<file path="src/rtl/clkctl_pkg.sv">
package clkctl_pkg;
   localparam int unsigned NUM_ST = 6;
   typedef logic [NUM_ST-1:0] pstate_t;

   localparam int unsigned IX_NORM   = 0;
   localparam int unsigned IX_HALT   = 1;
   localparam int unsigned IX_SG     = 2;
   localparam int unsigned IX_SLP    = 3;
   localparam int unsigned IX_DEEP   = 4;
   localparam int unsigned IX_DEEPER = 5;

   localparam pstate_t ST_NORM   = pstate_t'(1) << IX_NORM;
   localparam pstate_t ST_HALT   = pstate_t'(1) << IX_HALT;
   localparam pstate_t ST_SG     = pstate_t'(1) << IX_SG;
   localparam pstate_t ST_SLP    = pstate_t'(1) << IX_SLP;
   localparam pstate_t ST_DEEP   = pstate_t'(1) << IX_DEEP;
   localparam pstate_t ST_DEEPER = pstate_t'(1) << IX_DEEPER;
endpackage

</file>
<file path="src/rtl/clkctl_sg_timer.sv">
module clkctl_sg_timer #(
   parameter int unsigned DELAY = 20
) (
   input  logic clk,
   input  logic rst_n,
   input  logic count_en,
   output logic done
);
   localparam int unsigned CW = $clog2(DELAY + 1);
   localparam logic [CW-1:0] LAST = CW'(DELAY - 1);

   logic [CW-1:0] cnt;

   initial begin
      assert (DELAY >= 1) else $error("clkctl_sg_timer: DELAY must be at least 1");
   end

   assign done = count_en && (cnt == LAST);

   always_ff @(posedge clk or negedge rst_n) begin
      if (!rst_n)         cnt <= '0;
      else if (!count_en) cnt <= '0;
      else if (!done)     cnt <= cnt + CW'(1);
   end
endmodule

</file>
<file path="src/rtl/clkctl_state_seq.sv">
module clkctl_state_seq
   import clkctl_pkg::*;
(
   input  logic    clk,
   input  logic    rst_n,
   input  logic    sg_done,
   input  logic    halt_req,
   input  logic    intr,
   input  logic    stpclk_req,
   input  logic    slp_req,
   input  logic    dpslp_req,
   input  logic    dprslp_req,
   input  logic    smi_req,
   input  logic    smi_rsm,
   output pstate_t st
);
   pstate_t nx;
   logic    smm, nx_smm;
   logic    org_halt, nx_org;
   logic    ret_halt, nx_ret;

   always_comb begin
      nx     = st;
      nx_smm = smm;
      nx_org = org_halt;
      nx_ret = ret_halt;
      case (st)
         ST_NORM: begin
            if (sg_done) begin
               nx     = ST_SG;
               nx_org = 1'b0;
            end else if (smi_req && !smm) begin
               nx_smm = 1'b1;
               nx_ret = 1'b0;
            end else if (smm && smi_rsm) begin
               nx_smm = 1'b0;
               nx     = ret_halt ? ST_HALT : ST_NORM;
            end else if (halt_req && !smm) begin
               nx = ST_HALT;
            end
         end
         ST_HALT: begin
            if (sg_done) begin
               nx     = ST_SG;
               nx_org = 1'b1;
            end else if (smi_req) begin
               nx     = ST_NORM;
               nx_smm = 1'b1;
               nx_ret = 1'b1;
            end else if (intr) begin
               nx = ST_NORM;
            end
         end
         ST_SG: begin
            if (!stpclk_req)  nx = org_halt ? ST_HALT : ST_NORM;
            else if (slp_req) nx = ST_SLP;
         end
         ST_SLP: begin
            if (dpslp_req)     nx = ST_DEEP;
            else if (!slp_req) nx = ST_SG;
         end
         ST_DEEP: begin
            if (dprslp_req)      nx = ST_DEEPER;
            else if (!dpslp_req) nx = ST_SLP;
         end
         ST_DEEPER: begin
            if (!dprslp_req) nx = ST_DEEP;
         end
         default: begin
            nx     = ST_NORM;
            nx_smm = 1'b0;
         end
      endcase
   end

   always_ff @(posedge clk or negedge rst_n) begin
      if (!rst_n) begin
         st       <= ST_NORM;
         smm      <= 1'b0;
         org_halt <= 1'b0;
         ret_halt <= 1'b0;
      end else begin
         st       <= nx;
         smm      <= nx_smm;
         org_halt <= nx_org;
         ret_halt <= nx_ret;
      end
   end
endmodule

</file>
<file path="src/rtl/clkctl_out_dec.sv">
module clkctl_out_dec
   import clkctl_pkg::*;
#(
   parameter bit SNOOP_IN_SG = 1'b1
) (
   input  logic    clk,
   input  logic    rst_n,
   input  pstate_t st,
   input  logic    stpclk_req,
   input  logic    intr,
   output logic    core_clk_en,
   output logic    bus_clk_en,
   output logic    snoop_ok,
   output logic    break_pend
);
   logic pend;

   assign core_clk_en = st[IX_NORM];
   assign bus_clk_en  = st[IX_NORM] | st[IX_HALT] | st[IX_SG];

   generate
      if (SNOOP_IN_SG) begin : g_snp_sg
         assign snoop_ok = st[IX_NORM] | st[IX_HALT] | st[IX_SG];
      end else begin : g_snp_run
         assign snoop_ok = st[IX_NORM] | st[IX_HALT];
      end
   endgenerate

   always_ff @(posedge clk or negedge rst_n) begin
      if (!rst_n)          pend <= 1'b0;
      else if (!stpclk_req) pend <= 1'b0;
      else if (intr)        pend <= 1'b1;
   end

   assign break_pend = pend & stpclk_req;
endmodule

</file>
<file path="src/rtl/clkctl_pwr_fsm.sv">
module clkctl_pwr_fsm
   import clkctl_pkg::*;
#(
   parameter int unsigned STPGNT_DELAY = 20,
   parameter bit          SNOOP_IN_SG  = 1'b1
) (
   input  logic       clk,
   input  logic       rst_n,
   input  logic       halt_req,
   input  logic       intr,
   input  logic       stpclk_req,
   input  logic       slp_req,
   input  logic       dpslp_req,
   input  logic       dprslp_req,
   input  logic       smi_req,
   input  logic       smi_rsm,
   output logic [5:0] pstate,
   output logic       core_clk_en,
   output logic       bus_clk_en,
   output logic       snoop_ok,
   output logic       break_pend
);
   pstate_t st;
   logic    sg_done;
   logic    sg_count_en;

   assign sg_count_en = stpclk_req & (st[IX_NORM] | st[IX_HALT]);

   clkctl_sg_timer #(.DELAY(STPGNT_DELAY)) u_timer (
      .clk      (clk),
      .rst_n    (rst_n),
      .count_en (sg_count_en),
      .done     (sg_done)
   );

   clkctl_state_seq u_seq (
      .clk        (clk),
      .rst_n      (rst_n),
      .sg_done    (sg_done),
      .halt_req   (halt_req),
      .intr       (intr),
      .stpclk_req (stpclk_req),
      .slp_req    (slp_req),
      .dpslp_req  (dpslp_req),
      .dprslp_req (dprslp_req),
      .smi_req    (smi_req),
      .smi_rsm    (smi_rsm),
      .st         (st)
   );

   clkctl_out_dec #(.SNOOP_IN_SG(SNOOP_IN_SG)) u_dec (
      .clk         (clk),
      .rst_n       (rst_n),
      .st          (st),
      .stpclk_req  (stpclk_req),
      .intr        (intr),
      .core_clk_en (core_clk_en),
      .bus_clk_en  (bus_clk_en),
      .snoop_ok    (snoop_ok),
      .break_pend  (break_pend)
   );

   assign pstate = st;
endmodule

</file>
<file path="config.mk">
export PLATFORM = sky130hd
export DESIGN_NAME = clkctl_pwr_fsm
export DESIGN_NICKNAME = d
export VERILOG_FILES = /design/src/rtl/clkctl_pkg.sv /design/src/rtl/clkctl_sg_timer.sv /design/src/rtl/clkctl_state_seq.sv /design/src/rtl/clkctl_out_dec.sv /design/src/rtl/clkctl_pwr_fsm.sv
export SDC_FILE = /design/constraint.sdc
export NUM_CORES = 1
export LEC_CHECK = 0
export BUFFER_PORTS_ARGS = -buffer_cell sky130_fd_sc_hd__buf_2
export CAP_MARGIN = 20
export CORE_MARGIN = 4
export CORE_UTILIZATION = 53
export DETAILED_ROUTE_END_ITERATION = 8
export GPL_TIMING_DRIVEN = 0
export PLACE_DENSITY = 0.82
export SLEW_MARGIN = 20
export SYNTH_ARGS = -nofsm -noshare
export SYNTH_HDL_FRONTEND = slang
export SYNTH_SLANG_ARGS = --single-unit
</file>
<file path="constraint.sdc">
create_clock -name clk -period 2.1 [get_ports clk]
set_clock_uncertainty 0.1 [all_clocks]
set_input_delay 0.63 -clock clk [delete_from_list [all_inputs] [get_ports clk]]
set_output_delay 0.63 -clock clk [all_outputs]
set_load 0.005 [all_outputs]
</file>
==> metrics.yaml <==
status: "completed"
synthCells: 115
tightest_slew_ns: 0.600
cp-end-kind: "output port"
p_total_mw: 1.04
synth_edf_count: 0
vias: 939
synth-simple-area-share_pct: 27.6
areaGrowthSynthToFinish_pct: 17.5
insertion_delay_ns: 0.29
antenna_left: 0
clock-root-buffer: "clkbuf_4"
drv_slew: 0
avgSynthCellArea_um2: 8.73
wirelength_um: 2300
ys_types: 41
leakage_nw: 0.578
synth_common_cells: "14 x dfrtp_1, 11 x nor2_1, 7 x a21oi_1"
grt_pass1_wl_um: 3870
power_density_mw_per_mm2: 887
place_area_mm2: 0.00112
first_iter_violations: 19
antenna_found_initial: 0
yosysMostFrequentCell: "dfrtp_1"
critPathRequiredTime_ns: 1.37
max_freq_mhz: 492
die_area_mm2: 0.00265
yosys_warnings: 0
postSynthNetCount: 126
wl_per_cell_um: 14.2
synth_top_family_by_area: "simple AND/OR/NAND/NOR gates"
ys_seq_elements: 15
yosys.area.top_type: "dfrtp_1"
synth_xor_area_share_pct: 4.36
hold_path.class: "in2async"
grtUsageTotal_pct: 19.3
arrival_ns: 1.30
design_area_mm2: 0.00118
fillerInstances: 162
fp-row-count: 15
critPathKind: "reg2out"
drc: 0
period_share_pct: 96.7
fp.dieW_um: 51.5
dp_hpwl_um: 1740
crit_path_max_fanout: 7
numCtsBuffers: 3
portBuffers: 18
clockBufferDepth: 2
cts_setup_buffers: 0
muxShareOfSynthArea_pct: 0.998
cts_sinks: 15
ys_seq_area_share_pct: 37.5
drive_above_1_share_pct: 29.9
synth_fa_ha_area_share_pct: 1.25
cp-start-kind: "flip-flop"
gp_congestion: 0.974
grt_max_degree: 16
fin_setup_tns_ns: 0
synth_top_area_share_pct: 34.9
slew_headroom_pct: 59.6
clkTransAtPathRegs_ns: 0.09
r2r-start: "u_seq.st[2]$_DFFE_PN0P_"
core_mm2: 0.00176
finalSetupViolCount: 0
dr.pass1.iters: 4
synthFlopType: "dfrtp_1"
grt_setup_unrepaired: "no"
start_util_pct: 56.9
drv_cap: 0
chipHeight_um: 51.5
grt_pass1_vias: 867
nets: 149
htree_levels: 1
hold_violations: 0
synth_compound_gate_area_share_pct: 20.6
async_reset_ff_share_pct: 100
synth_area_leaders: "dfrtp_1 35%, nor2_1 4.1%, a21oi_1 3.5%"
synth_area_mm2: 0.00100
via_per_inst: 5.80
crit_start: "u_seq.st[1]$_DFFE_PN0P_"
tritoncts: "yes"
finalCriticalPeriod_ns: 2.03
peakVddDrop_mv: 0.666
boundaryPins: 20
antennaDiodeCount: 0
grt.overflow.total: 0
-- report_power, final --
| group | total (mW) | leakage (nW) | switching, mW | internal (mW) |
|---|---|---|---|---|
| clock | 0.166 | 0.0177 | 0.0951 | 0.0708 |
| combinational | 0.462 | 0.361 | 0.252 | 0.210 |
| sequential | 0.417 | 0.199 | 0.0713 | 0.345 |
| total | 1.04 | 0.578 | 0.418 | 0.627 |
-- layout by cell type, fill, tap and decap left out, types with 3 or more instances in the layout --
cell,count
clkbuf_4,3
dfrtp_1,13
xor2_1,4
o21ai_1,6
inv_1,5
o21ai_0,6
nand2b_1,3
nand3_1,6
a22oi_1,3
and3_1,4
buf_2,20
a21oi_1,7
nand2_1,5
nor2_1,11
-- repair_timing --
item                                    CTS  global route
hold endpoints to repair                  0             0
resized for setup                         1             7
pin swaps                                 0             0
endpoints found under the setup margin    1             7
hold buffers                              0             0
-- logic make-up (layout without fill, tap and decap cells) --
| group | Yosys count | in the layout |
|---|---|---|
| AO/OA/AOI/OAI | 32 | 32 |
| adder cells (fa/ha/maj) | 1 | 1 |
| XOR/XNOR | 5 | 5 |
| buffers and inverters | 14 | 36 |
| multiplexers | 1 | 1 |
| flip-flops | 15 | 15 |
| AND/OR/NAND/NOR | 47 | 47 |
-- critical path, cell delays in order (launching register included) --
cell     delay (ns)
dfrtp_2        0.48
nor3_4         0.22
inv_1          0.07
buf_4          0.13
buf_2          0.11
-- flip-flops by register name, indices dropped and copies added (netlist names) --
name	flops
u_seq.st	6
u_seq.smm	1
u_seq.ret_halt	1
u_timer.cnt	5
u_seq.org_halt	1
u_dec.pend	1
-- routing by layer --
layer  wire [µm]  GRT usage, %  vias to the layer above
li1            -             -                      458
met1        1090          27.2                      445
met2        1010          29.9                       29
met3         127          3.15                        7
met4          70          6.55                        0
met5           0             0                        -
-- stage by stage --
stage                     std cells  hold WS [ns]  utilization (%)  setup slack [ns]
after detailed placement        158         0.385             63.8            -0.143
after floorplan                 115         0.234                -             0.183
final                           162         0.131             66.8            0.0685
after global placement          158         0.354             63.8           -0.0852
after global routing            162         0.139             66.8            0.0102
after CTS                       162         0.144             65.6            0.0521
-- path summary, 6_finish.rpt --
| path | endpoint | slack (ns) | depth (start not counted) |
|---|---|---|---|
| setup / recovery | snoop_ok | 0.07 | 4 |
| hold / removal | u_seq.smm$_DFFE_PN0P_ | 0.13 | 1 |
| setup reg to reg | u_seq.st[1]$_DFFE_PN0P_ | 0.16 | 6 |
| hold reg to reg | u_dec.pend$_DFFE_PN0P_ | 0.39 | 1 |
| max in group asynchronous | u_seq.st[0]$_DFFE_PN1P_ | 1.46 | 1 |
| min in group clk | u_dec.pend$_DFFE_PN0P_ | 0.39 | 1 |
-- layout make-up --
type	instances	area [µm²]	share of cell area (%)
clock inverter	1	5.00	0.425
timing repair buffer	18	90.1	7.64
buffer	9	61.3	5.20
multi-input combinational	86	572	48.5
inverter	5	18.8	1.59
tap	25	31.3	2.65
sequential	15	378	32.1
clock buffer	3	22.5	1.91
No activity file was read; power rests on OpenSTA's default activity.
